`config.mk`:
```
export PLATFORM = sky130hd
export DESIGN_NAME = parcel_unpacker
export DESIGN_NICKNAME = d
export VERILOG_FILES = /design/src/rtl/pdec_pkg.sv /design/src/rtl/pdec_field_decode.sv /design/src/rtl/pdec_word_buf.sv /design/src/rtl/parcel_unpacker.sv
export SDC_FILE = /design/constraint.sdc
export NUM_CORES = 1
export LEC_CHECK = 0
export ABC_AREA = 1
export ABC_CLOCK_PERIOD_IN_PS = 5040
export BUFFER_PORTS_ARGS = -buffer_cell sky130_fd_sc_hd__buf_2
export CELL_PAD_IN_SITES_DETAIL_PLACEMENT = 0
export CELL_PAD_IN_SITES_GLOBAL_PLACEMENT = 2
export CORE_AREA = 2 2 118 120
export CTS_CLUSTER_SIZE = 8
export DETAILED_ROUTE_END_ITERATION = 10
export DIE_AREA = 0 0 120 122
export GPL_TIMING_DRIVEN = 1
export PLACE_DENSITY_LB_ADDON = 0.1
export SYNTH_ARGS = -nofsm -noshare
export SYNTH_HDL_FRONTEND = slang
export SYNTH_HIERARCHICAL = 1
export SYNTH_SLANG_ARGS = --single-unit
```
`constraint.sdc`:
```
create_clock -name clk -period 5.04 [get_ports clk]
set_clock_uncertainty 0.2 [all_clocks]
set_input_delay 1.008 -clock clk [delete_from_list [all_inputs] [get_ports clk]]
set_output_delay 1.008 -clock clk [all_outputs]
set_load 0.1 [all_outputs]
```
`src/rtl/pdec_pkg.sv`:
```
package pdec_pkg;

    localparam int PARCEL_W = 15;
    localparam int OPC_W    = 6;
    localparam int REG_W    = 3;
    localparam int CONST_W  = 18;
    localparam int SHF_W    = 6;

    typedef enum logic [3:0] {
        CL_HALT   = 4'd0,
        CL_BRANCH = 4'd1,
        CL_BOOL   = 4'd2,
        CL_SHIFT  = 4'd3,
        CL_FADD   = 4'd4,
        CL_IADD   = 4'd5,
        CL_MULDIV = 4'd6,
        CL_NOP    = 4'd7,
        CL_POPCNT = 4'd8,
        CL_SETREG = 4'd9
    } iclass_e;

    typedef struct packed {
        logic [OPC_W-1:0]   opcode;
        logic [REG_W-1:0]   ri;
        logic [REG_W-1:0]   rj;
        logic [REG_W-1:0]   rk;
        logic [CONST_W-1:0] kconst;
        logic [SHF_W-1:0]   shf;
        logic               is_long;
        iclass_e            cls;
        logic               is_nop;
    } dec_t;

    localparam logic [PARCEL_W-1:0] NOP_SHORT = 15'o46000;
    localparam logic [PARCEL_W-1:0] NOP_LONG0 = 15'o61000;

    // Length rule from the two octal digits of the opcode.
    function automatic logic op_is_long(input logic [OPC_W-1:0] op);
        logic [2:0] hi;
        logic [2:0] lo;
        hi = op[5:3];
        lo = op[2:0];
        if (hi == 3'd0)
            return (lo != 3'd0);
        else if (hi >= 3'd5)
            return (lo <= 3'd2);
        else
            return 1'b0;
    endfunction

    function automatic iclass_e op_class(input logic [OPC_W-1:0] op);
        logic [2:0] hi;
        logic [2:0] lo;
        hi = op[5:3];
        lo = op[2:0];
        case (hi)
            3'd0: return (lo == 3'd0) ? CL_HALT : CL_BRANCH;
            3'd1: return CL_BOOL;
            3'd2: return CL_SHIFT;
            3'd3: return (lo <= 3'd5) ? CL_FADD : CL_IADD;
            3'd4: begin
                case (lo)
                    3'd3:    return CL_SHIFT;
                    3'd6:    return CL_NOP;
                    3'd7:    return CL_POPCNT;
                    default: return CL_MULDIV;
                endcase
            end
            default: return CL_SETREG;
        endcase
    endfunction

endpackage

```
`src/rtl/pdec_field_decode.sv`:
```
module pdec_field_decode
    import pdec_pkg::*;
(
    input  logic [PARCEL_W-1:0] head,
    input  logic [PARCEL_W-1:0] tail,
    output dec_t                dec
);
    logic [OPC_W-1:0] opc;
    logic             lng;

    assign opc = head[PARCEL_W-1 -: OPC_W];
    assign lng = op_is_long(opc);

    always_comb begin
        dec         = '0;
        dec.opcode  = opc;
        dec.ri      = head[3*REG_W-1 -: REG_W];
        dec.rj      = head[2*REG_W-1 -: REG_W];
        dec.rk      = head[REG_W-1:0];
        dec.shf     = head[SHF_W-1:0];
        dec.is_long = lng;
        dec.cls     = op_class(opc);
        dec.kconst  = lng ? {head[REG_W-1:0], tail} : '0;
        dec.is_nop  = lng ? ((head == NOP_LONG0) && (tail == NOP_SHORT))
                          : (head == NOP_SHORT);
    end
endmodule

```
`src/rtl/pdec_word_buf.sv`:
```
module pdec_word_buf
    import pdec_pkg::*;
#(
    parameter int NSLOT  = 4,
    parameter int SLOT_W = (NSLOT > 1) ? $clog2(NSLOT) : 1,
    parameter int WORD_W = NSLOT * PARCEL_W
) (
    input  logic                clk,
    input  logic                rst,
    input  logic                restart,
    input  logic                in_valid,
    input  logic [WORD_W-1:0]   in_word,
    output logic                in_ready,
    input  logic                take,
    input  logic                take_long,
    input  logic                skip,
    output logic                full,
    output logic [SLOT_W-1:0]   ptr,
    output logic [PARCEL_W-1:0] head,
    output logic [PARCEL_W-1:0] tail
);
    localparam logic [SLOT_W-1:0] LAST = SLOT_W'(NSLOT - 1);

    logic [WORD_W-1:0]   word_q;
    logic [PARCEL_W-1:0] parcel [NSLOT];
    logic [SLOT_W:0]     next_pos;
    logic                ends_word;
    logic                drain;
    logic                accept;

    for (genvar s = 0; s < NSLOT; s++) begin : g_slice
        assign parcel[s] = word_q[(NSLOT-1-s)*PARCEL_W +: PARCEL_W];
    end

    assign head      = parcel[ptr];
    assign tail      = (ptr == LAST) ? '0 : parcel[ptr + SLOT_W'(1)];
    assign next_pos  = {1'b0, ptr} + (take_long ? (SLOT_W+1)'(2) : (SLOT_W+1)'(1));
    assign ends_word = (next_pos >= (SLOT_W+1)'(NSLOT));
    assign drain     = skip || (take && ends_word);
    assign in_ready  = !restart && (!full || drain);
    assign accept    = in_valid && in_ready;

    always_ff @(posedge clk) begin
        if (accept) word_q <= in_word;
    end

    always_ff @(posedge clk) begin
        if (rst) begin
            full <= 1'b0;
            ptr  <= '0;
        end else if (restart) begin
            full <= 1'b0;
            ptr  <= '0;
        end else if (accept) begin
            full <= 1'b1;
            ptr  <= '0;
        end else if (skip) begin
            full <= 1'b0;
            ptr  <= '0;
        end else if (take) begin
            if (ends_word) begin
                full <= 1'b0;
                ptr  <= '0;
            end else begin
                ptr <= next_pos[SLOT_W-1:0];
            end
        end
    end


    restart_flush_chk: assert property (@(posedge clk) disable iff (rst)
        restart |=> !full);


    fresh_word_top_chk: assert property (@(posedge clk) disable iff (rst)
        accept |=> (full && ptr == '0));


    skip_empties_chk: assert property (@(posedge clk) disable iff (rst)
        (skip && !in_valid && !restart) |=> !full);
endmodule

```
`src/rtl/parcel_unpacker.sv`:
```
module parcel_unpacker
    import pdec_pkg::*;
#(
    parameter int NSLOT  = 4,
    parameter int SLOT_W = (NSLOT > 1) ? $clog2(NSLOT) : 1,
    parameter int WORD_W = NSLOT * PARCEL_W
) (
    input  logic                clk,
    input  logic                rst,
    input  logic                restart,
    input  logic                in_valid,
    output logic                in_ready,
    input  logic [WORD_W-1:0]   in_word,
    output logic                out_valid,
    input  logic                out_ready,
    output logic [OPC_W-1:0]    out_opcode,
    output logic [REG_W-1:0]    out_i,
    output logic [REG_W-1:0]    out_j,
    output logic [REG_W-1:0]    out_k,
    output logic [CONST_W-1:0]  out_const18,
    output logic [SHF_W-1:0]    out_shift6,
    output logic                out_long,
    output logic [3:0]          out_class,
    output logic                out_nop,
    output logic [SLOT_W-1:0]   out_slot
);
    localparam logic [SLOT_W-1:0] LAST = SLOT_W'(NSLOT - 1);

    logic                full;
    logic [SLOT_W-1:0]   ptr;
    logic [PARCEL_W-1:0] head;
    logic [PARCEL_W-1:0] tail;
    logic                skip;
    logic                take;
    dec_t                dec;

    pdec_word_buf #(.NSLOT(NSLOT), .SLOT_W(SLOT_W), .WORD_W(WORD_W)) u_buf (
        .clk       (clk),
        .rst       (rst),
        .restart   (restart),
        .in_valid  (in_valid),
        .in_word   (in_word),
        .in_ready  (in_ready),
        .take      (take),
        .take_long (dec.is_long),
        .skip      (skip),
        .full      (full),
        .ptr       (ptr),
        .head      (head),
        .tail      (tail)
    );

    pdec_field_decode u_dec (
        .head (head),
        .tail (tail),
        .dec  (dec)
    );

    assign skip      = full && dec.is_long && (ptr == LAST) && !restart;
    assign out_valid = full && !skip && !restart;
    assign take      = out_valid && out_ready;

    assign out_opcode  = dec.opcode;
    assign out_i       = dec.ri;
    assign out_j       = dec.rj;
    assign out_k       = dec.rk;
    assign out_const18 = dec.kconst;
    assign out_shift6  = dec.shf;
    assign out_long    = dec.is_long;
    assign out_class   = dec.cls;
    assign out_nop     = dec.is_nop;
    assign out_slot    = ptr;


    hold_on_stall_chk: assert property (@(posedge clk) disable iff (rst)
        (out_valid && !out_ready) |=> restart ||
            (out_valid && $stable(out_opcode) && $stable(out_const18) && $stable(out_slot)));


    no_straddle_chk: assert property (@(posedge clk) disable iff (rst)
        (out_valid && out_long) |-> (out_slot != LAST));


    nop_class_chk: assert property (@(posedge clk) disable iff (rst)
        (out_valid && out_nop) |-> (out_class == CL_NOP || out_class == CL_SETREG));


    reset_idle_chk: assert property (@(posedge clk)
        $past(rst) |-> (!out_valid && in_ready));
endmodule

```
* Yosys cells after proc, flatten, opt, wreduce, memory -nomap -nowiden *
Cells that the tools add are included.

storage, ports and cells
  memory bits (writable) = 0
  bits in registers = 63
  bits in latches = 0
  logic and storage cells = 68
  memories = 0
  input bits = 65
  output and inout bits = 49
  memory bits (read-only) = 0

cells by class
  bitwise logic cells = 2
  $add $sub $neg = 2
  equality and inequality tests = 11
  div/mod/pow operators = 0
  reductions and logical operators = 23
  multipliers = 0
  multiplexer cells = 21
  shifts and indexed selects = 0
  magnitude comparators = 6

operators with widths
  cell                                                             number
  2-to-1 mux 15 bit                                                5
  binary-select mux 15 bit (select 2 bit)                          2
  == test 15 bit (second input constant)                           3
  case mux 4 bit (5 select lines)                                  1
  2-to-1 mux 18 bit                                                1
  greater-or-equal comparator 3 bit (second input constant)        4
  case mux 4 bit (3 select lines)                                  1
  logical AND 1 bit                                                10
  == test 3 x 2 -> 1 bit (second input constant)                   3
  == test 3 bit (second input constant)                            3
  2-to-1 mux 1 bit                                                 9
  nonzero test 3 bit                                               3
  logical NOT 3 bit                                                2
  NOT 2 -> 3 bit                                                   2
  2-to-1 mux 2 bit                                                 2
  OR reduction 4 bit                                               1
  adder 2 x 3 -> 3 bit                                             1
  == test 3 x 1 -> 1 bit (second input constant)                   1
  less-or-equal comparator 3 x 2 -> 1 bit (second input constant)  1
  less-or-equal comparator 3 bit (second input constant)           1
  logical NOT 1 bit                                                3
  adder 2 x 1 -> 2 bit (second input constant)                     1
  == test 2 bit (second input constant)                            1
  logical OR 1 bit                                                 2
  2 further kinds                                                  2

* Logic depth before layout (Yosys ltp) *
Gate-level depths: netlist of run 1.

  word-level depth = 21
  mapped depth = 20
  mapped depth without buffers = 17

* By module *
The synthesis of run 1 kept the hierarchy.

by module, submodules not included
  module             seq. area each (µm²)  cells each  instances  area each (µm²)
  pdec_word_buf      1861.8                348         1          3156.8
  pdec_field_decode  0.0                   125         1          636.9
  parcel_unpacker    0.0                   8           1          38.8

* Worst setup path before layout of run 1 *
OpenSTA, ideal clock, no wires.

  path kind = reg2out
  from = register u_buf.ptr[0]
  to = output out_class[1]
  data required time = 3.832 ns
  stages on the path, launching flop included = 7
  path buffers = 2
  arrival = 5.976 ns
  slack = -2.144 ns
  cell sequence = dfxtp_1 buf_6 buf_4 nor2_1 o21ai_0 a21boi_0 nor3_1

between the ends
  elaborated cells on any way between the ends = 14
  classes of those cells = 7 x eq/ne; 5 x mux; 1 x bitwise; 1 x reduce/logical

RTL lines
  element                                                 line                   text
  from (decl)                                             pdec_word_buf.sv:18    output logic [SLOT_W-1:0] ptr,
  from (signal assigned)                                  pdec_word_buf.sv:65    ptr <= next_pos[SLOT_W-1:0];
  NOT 2 -> 3 bit (not written as such) *                  pdec_word_buf.sv:35    assign head = parcel[ptr];
  binary-select mux 15 bit (select 2 bit) *               pdec_word_buf.sv:35
  2-to-1 mux 15 bit (not written as such) * (2 in a row)  pdec_word_buf.sv:35
  named net head[14]                                      parcel_unpacker.sv:31  logic [PARCEL_W-1:0] head;
  == test 3 bit (tied with other cells)                   --
  case mux 4 bit (5 select lines) *                       pdec_pkg.sv:56         case (hi)
  to (decl)                                               parcel_unpacker.sv:23  output logic [3:0] out_class,

The timed path passes the listed nets; every way through them passes the cells marked *. The select of a mux whose other input is x is not followed.

* Worst setup path in the final report of run 1 *
  from = register u_buf.ptr[0]
  to = output in_ready

between the ends
  word-level cells in the longest chain between the ends = 18
  elaborated cells on any way between the ends = 25
  classes of those cells = 1 x add/sub; 3 x order compare; 1 x eq/ne; 6 x mux; 1 x bitwise; 13 x reduce/logical

RTL lines
  element                                                                           line                   text
  branches (longest 15 deep; another with less-or-equal comparator 3 x 2 -> 1 bit)  --
  logical OR 1 bit *                                                                pdec_word_buf.sv:39    assign drain = skip || (take && ends_word);
  logical OR 1 bit *                                                                pdec_word_buf.sv:40    assign in_ready = !restart && (!full || drain);
  logical AND 1 bit *                                                               pdec_word_buf.sv:40
  to (decl)                                                                         parcel_unpacker.sv:12  output logic in_ready,

Mark *: on every way between the ends. The select of a mux whose other input is x is not followed.

==> summary.md, run 1 <==
| Metric | Value |
|---|---|
| Core area | `13500 um2` |
| Internal power | `1.09 mW` |
| Sw Share | `28.4%` |
| Fin cells | `755` |
| Wire per inst | `14.0 um` |
| Final wirelength | `10.6 mm` |
| CTS H-tree depth | `3` |
| Gate power share | `18.4%` |
| Hold Path Class | `flop to flop` |
| Global-route usage over all layers | `15.1%` |
| Clk slew on worst S/H paths | `0.05 ns` |
| Critical path origin | `u_buf/ptr[0]$_SDFFE_PP0P_` |
| Commonest cells after routing, fill and taps aside | `nand2_1 (106), buf_2 (94), inv_1 (83)` |
| CTS buffer count | `9` |
| CTS tree | `done` |
| First-pass GRT wire length | `16.6 mm` |
| Initial antenna violation count | `0` |
| Slew Limit Fails | `0` |
| Pwr/cell area | `308 nW/um2` |
| Hold EP | `u_buf/full$_SDFFE_PP0P_` |
| Post-DP HPWL | `7.80 mm` |
| Sequential area share after synthesis | `48.6%` |
| Setup TNS Final | `0 ns` |
| Synth Flop Type | `edfxtp_1` |
| Largest net degree at the start of global routing | `42` |
| Peak VDD IR | `0.155 mV` |
| Status | `finished clean` |
| Slew HR | `44.9%` |
| Sw Pwr | `0.434 mW` |
| Leakage | `2.29 nW` |
| CP Capture Type | `output pin` |
| Die area | `14600 um2` |
| Fmax | `227 MHz` |
| Detailed Route Iter0 Violations | `232` |
| Vias after detailed routing | `3229` |
| Reg2Reg Setup Slack | `1.17 ns` |
| Setup violators final | `0` |
| CP arrival | `3.20 ns` |
| Post-synth EDFFs | `60` |
| Reg2Reg Depth | `17` |
| Syn Inst Count | `481` |
| Ys Warns | `6` |
| Share of cells above drive strength 1 | `28.0%` |
| Antenna Nets Post-Route | `0` |
| Die height | `122 um` |
| Least-Margin Pin Slew | `0.826 ns` |
| Synth Cell Area | `3830 um2` |
| Core Rows | `43` |
| # fillers | `1426` |
| DIE WIDTH | `120 um` |
| Commonest non-fill, non-tap cell in the layout | `nand2_1` |
| Root buffer cell | `clkbuf_16` |
| # resized after CTS | `0` |
| Avg Cell Area, Syn | `7.97 um2` |
| CP top delay family | `simple AND/OR/NAND/NOR gates` |
| Reg2Reg Launch Point | `u_buf/ptr[0]$_SDFFE_PP0P_` |
| Worst-case clock buffer depth | `2` |
| Final period utilization | `87.4%` |
| Slowest cell on crit path | `fa_1` |
| Hold Violations, Final | `0` |
| DRC | `0` |
| Worst path cell trace | `inv_2 > a21oi_1 > o21ai_0 > nand2_1 > nor2_2 > inv_2 > nor2_4 > nand2_2 > nand2_2 > inv_1 > ha_1 > fa_1 > nand2_1 > nand3_1 > inv_1 > nor2_2 > buf_2` |
| Num Clock Sinks | `63` |
| Hold buffer count at CTS | `0` |
| Initial core utilization | `28.4%` |
| Sequential power share | `39.8%` |
| Vias in the first global route | `3148` |
| GP Congestion | `0.847` |
| NumNets Final | `640` |
| Clk_lat worst skew | `0.33 ns` |
| Post-synth cell types | `30` |
| Hold Startpoint | `u_buf/full$_SDFFE_PP0P_` |
| Worst R2R End | `u_buf/parcel[59]$_DFFE_PP_` |
| Max-cap violations | `0` |
| Async S/R FF share, synth | `0%` |
| Initial DRT Pass Iterations | `5` |
| Post-route minimum period | `4.41 ns` |
| Startpoint types | `flop` |
| Worst hold stages | `4` |
| N_diodes | `0` |
| GRT overflow | `0` |
| PortBufs | `113` |
| Buf/Inv on CP | `5` |
| RSZ-0062 raised after global routing | `no` |
| P&R area growth vs syn | `29.6%` |
| Placed cells | `741` |
| Yosys reg bits | `63` |
| Critical path fanouts, max | `27` |
| Vias per cell | `4.28` |
| IO Pins | `114` |
| Setup bufs post-CTS | `0` |
| Worst setup path category | `flop to output pin` |
| CP peak stage delay | `0.38 ns` |
| Clock Power Share | `41.8%` |
| CP Data Required Time | `3.83 ns` |
| Net Count, Synth | `549` |
## how the worst max path moves through the flow
stage	endpoint	cells past startpoint
finish	in_ready	17
global route	in_ready	16
CTS	in_ready	17
detailed placement	in_ready	16
global placement	in_ready	17
floorplan	in_ready	16
## worst min-delay path: cells and delay by family (launching register included)
kind	cells	cell delay [ns]
flops	1	0.31
buf+inv	1	0.06
simple gates	3	0.21
## cell type report
cell class | instances | area (um2) | share of cell area (%)
tap | 180 | 225 | 4.54
clock buffer | 9 | 225 | 4.54
sequential | 63 | 1860 | 37.5
clock inverter | 5 | 75.1 | 1.51
inverter | 88 | 333 | 6.70
multi-input combinational | 288 | 1330 | 26.7
timing repair buffer | 122 | 918 | 18.5
## layer usage
metal,share of wire (%),track usage (%),up-vias
li1,-,-,1670
met1,45,19.5,1460
met2,47,24.1,92
met3,6.2,4.40,7
met4,1.2,5.15,0
met5,0,0,-
## flip-flops by register name (all words and copies together), names as in the netlist
signal and flops:
u_buf/ptr 2, u_buf/full 1, u_buf/parcel 60
## logic make-up after synthesis
kind of cell | after synthesis | synth area share [%]
simple gates | 205 | 22.4
fa+ha+maj | 3 | 1.18
flops | 63 | 48.6
buf+inv | 130 | 17.1
compound gates | 80 | 10.7
## power groups by stage
stage | sequential (mW) | clock [mW] | combinational [mW]
after floorplan | 0.617 | 0 | 0.210
after global routing | 0.611 | 0.685 | 0.299
after detailed placement | 0.619 | 0 | 0.284
after CTS | 0.609 | 0.662 | 0.284
after global placement | 0.620 | 0 | 0.283
final | 0.609 | 0.639 | 0.281
## cell usage after synthesis (2+ instances only)
cell type	count	area, um2
buf_4	24	180
ha_1	2	25.0
a31oi_1	2	12.5
edfxtp_1	60	1800
buf_2	5	25.0
nor3_1	3	15.0
nand3_1	19	95.1
clkbuf_1	5	18.8
nor2_1	57	214
a21oi_1	44	220
o21ai_1	2	10.0
nor2_4	2	22.5
buf_6	7	78.8
nand2_2	2	12.5
nor2_2	12	75.1
nand2_1	106	398
inv_1	84	315
inv_2	3	11.3
dfxtp_1	3	60.1
o21ai_0	29	145
## stage by stage
| step | cell area (um2) | total power, mW | utilization [%] | hold WS [ns] | setup WS (ns) |
|---|---|---|---|---|---|
| 2_1_floorplan | 3840 | 0.827 | - | 0.388 | 0.0406 |
| 3_3_place_gp | 4670 | 0.902 | 34.6 | 0.418 | 1.01 |
| 3_5_place_dp | 4670 | 0.903 | 34.6 | 0.423 | 0.964 |
| 4_1_cts | 4970 | 1.56 | 36.8 | 0.435 | 0.587 |
| 5_1_grt | 4970 | 1.59 | 36.8 | 0.480 | 0.368 |
| 6_report | 4970 | 1.53 | 36.8 | 0.425 | 0.634 |
Power figures use the tool's default switching activity.
==> run 2, diff against run 1 <==
==> constraint.sdc (replaced) <==
create_clock -name clk -period 5.04 [get_ports clk]
set_clock_uncertainty 0.2 [all_clocks]
set_input_delay 1.512 -clock clk [delete_from_list [all_inputs] [get_ports clk]]
set_output_delay 1.512 -clock clk [all_outputs]
set_load 0.1 [all_outputs]
==> run 2 against run 1 <==
  * Power up 3.1%
  * Global-route usage up 0.093 points
  * Sequential share of layout area shrank 1.1 points
  * Fmax is 7.9% lower
  * Cell area increased by 3.2%
  * Combinational power grew 5%
  * Cell count rose by 0.66%
  * Critical path depth stayed put
==> summary.md, run 2 (synthesis results as in run 1) <==
| Metric | Value |
|---|---|
| Hold buffer count at CTS | `0 (unchanged)` |
| Final period utilization | `94.9% (+7.5 points)` |
| Share of cells above drive strength 1 | `29.3% (+1.3 points)` |
| Max reg flops | `60 (unchanged)` |
| Vias after detailed routing | `3258 (+0.90%)` |
| Die height | `122 um (unchanged)` |
| Final core utilization | `37.9% (+1.2 points)` |
| CTS H-tree depth | `3 (unchanged)` |
| Fin cells | `760 (+0.66%)` |
| CP arrival | `3.07 ns (-0.13 ns)` |
| Gate power share | `18.7% (+0.3 points)` |
| IO Pins | `114 (unchanged)` |
| CP Capture Type | `output pin` |
| Setup violators final | `0 (unchanged)` |
| GRT overflow | `0 (unchanged)` |
| PortBufs | `113 (unchanged)` |
| Peak VDD IR | `0.145 mV (-6.4%)` |
| Critical path fanouts, max | `16 (-41%)` |
| Initial DRT Pass Iterations | `4 (-1)` |
| Worst hold stages | `4 (unchanged)` |
| Vias per cell | `4.29 (+0.23%)` |
| First-pass GRT wire length | `16.7 mm (about the same)` |
| Post-DP HPWL | `8.01 mm (+2.6%)` |
| Area after DPL | `4780 um2 (+2.5%)` |
| CP peak stage delay | `0.39 ns (about the same)` |
| Vias in the first global route | `3107 (-1.3%)` |
| Largest net degree at the start of global routing | `49 (+17%)` |
| Fmax | `209 MHz (-7.9%)` |
| Max-cap violations | `0 (unchanged)` |
| RSZ-0062 raised after global routing | `no` |
| Startpoint types | `flop` |
| P&R area growth vs syn | `33.7%` |
| Leakage | `2.34 nW (+2.5%)` |
| Sequential power share | `38.6% (-1.2 points)` |
| DRC | `0 (unchanged)` |
| CP Data Required Time | `3.33 ns (-0.50 ns)` |
| Core Rows | `43 (unchanged)` |
| Design area | `5120 um2 (+3.2%)` |
| Slew HR | `46.7% (+1.7 points)` |
| Antenna Nets Post-Route | `0 (unchanged)` |
| Initial core utilization | `28.4% (unchanged)` |
| Initial antenna violation count | `0 (unchanged)` |
| CTS tree | `done` |
| Post-route minimum period | `4.78 ns (+0.378 ns)` |
| Clk slew on worst S/H paths | `0.06 ns (about the same)` |
| Slowest cell on crit path | `fa_1` |
| Sw Share | `29.1% (+0.70 points)` |
| Global-route usage over all layers | `15.2% (+0.093 points)` |
| Num Clock Sinks | `63 (unchanged)` |
| Hold Path Class | `flop to flop` |
| Core area | `13500 um2 (unchanged)` |
| Pwr/cell area | `308 nW/um2 (about the same)` |
| Sw Pwr | `0.459 mW (+5.6%)` |
| Setup TNS Final | `0 ns (unchanged)` |
| Status | `finished clean` |
| Worst setup path category | `flop to output pin` |
| Wire per inst | `14.0 um (about the same)` |
| NumNets Final | `643 (+0.47%)` |
| Root buffer cell | `clkbuf_16` |
| Worst path cell trace | `buf_4 > a21oi_1 > o21ai_0 > nand2_1 > nor2_2 > inv_2 > nor2_4 > nand2_2 > nand2_4 > inv_1 > ha_1 > fa_1 > nand2_1 > nand3_1 > inv_1 > nor2_4 > clkbuf_4` |
| Final wirelength | `10.7 mm (+0.71%)` |
| Placed cells | `744 (+0.40%)` |
| # fillers | `1401 (-1.8%)` |
| Detailed Route Iter0 Violations | `196 (-16%)` |
| Commonest non-fill, non-tap cell in the layout | `nand2_1` |
| # resized after CTS | `0 (unchanged)` |
| Hold Violations, Final | `0 (unchanged)` |
| Clk_lat worst skew | `0.34 ns (about the same)` |
| Setup bufs post-CTS | `0 (unchanged)` |
| DIE WIDTH | `120 um (unchanged)` |
| Internal power | `1.12 mW (+2.1%)` |
| Die area | `14600 um2 (unchanged)` |
| GP Congestion | `0.817 (-3.5%)` |
| Slew Limit Fails | `0 (unchanged)` |
| Clock Power Share | `42.7% (+0.9 points)` |
| Commonest cells after routing, fill and taps aside | `nand2_1 (106), buf_2 (87), inv_1 (82)` |
| N_diodes | `0 (unchanged)` |
| Reg2Reg Depth | `16 (-1)` |
| Least-Margin Pin Slew | `0.800 ns (-0.0257 ns)` |
| CTS buffer count | `9 (unchanged)` |
| Worst-case clock buffer depth | `2 (unchanged)` |
[run 2: worst max-delay path: cells and delay by family (launching register included)]
family,cells,cell delay (ns)
buf+inv,5,0.72
simple gates,8,0.88
flops,1,0.35
fa+ha+maj,2,0.61
compound gates,2,0.16
[run 2: power by group through the flow]
stage / Sequential [mW] / Clock [mW] / Combinational (mW)
after floorplan: 0.617 / 0 / 0.210
after global placement: 0.620 / 0 / 0.296
after detailed placement: 0.619 / 0 / 0.297
after CTS: 0.609 / 0.697 / 0.298
after global routing: 0.611 / 0.713 / 0.313
final: 0.609 / 0.673 / 0.295
[run 2: area by class of cell]
class | instances | area, um2 | area share (%)
multi-input cells | 288 | 1340 | 26.2
repair buffers | 125 | 1030 | 20.2
flip-flops and latches | 63 | 1860 | 36.4
well taps | 180 | 225 | 4.40
clock inverters | 6 | 92.6 | 1.81
inverters | 88 | 339 | 6.62
clock buffers | 10 | 229 | 4.47
[run 2: metrics by stage]
| step | worst slack [ns] | hold WS (ns) | total power, mW |
|---|---|---|---|
| 5_1_grt | 0.0254 | 0.508 | 1.64 |
| 3_5_place_dp | 0.499 | 0.449 | 0.916 |
| 2_1_floorplan | 0.135 | 0.402 | 0.828 |
| 6_report | 0.256 | 0.452 | 1.58 |
| 4_1_cts | 0.115 | 0.458 | 1.60 |
| 3_3_place_gp | 0.572 | 0.438 | 0.916 |
[run 2: path summary, 6_finish.rpt]
check | start | end | slack [ns]
max | u_buf/ptr[0]$_SDFFE_PP0P_ | in_ready | 0.26
min | u_buf/full$_SDFFE_PP0P_ | u_buf/full$_SDFFE_PP0P_ | 0.45
max reg2reg | u_buf/ptr[0]$_SDFFE_PP0P_ | u_buf/parcel[14]$_DFFE_PP_ | 1.46
min reg2reg | u_buf/full$_SDFFE_PP0P_ | u_buf/full$_SDFFE_PP0P_ | 0.45
[run 2: layer usage]
layer  vias to the layer above  share of wire (%)  global-route usage [%]
li1                       1684                  -                       -
met1                      1459                 45                    19.0
met2                       101                 47                    24.7
met3                        14                5.8                    5.01
met4                         0                1.5                    4.85
met5                         -                  0                       0
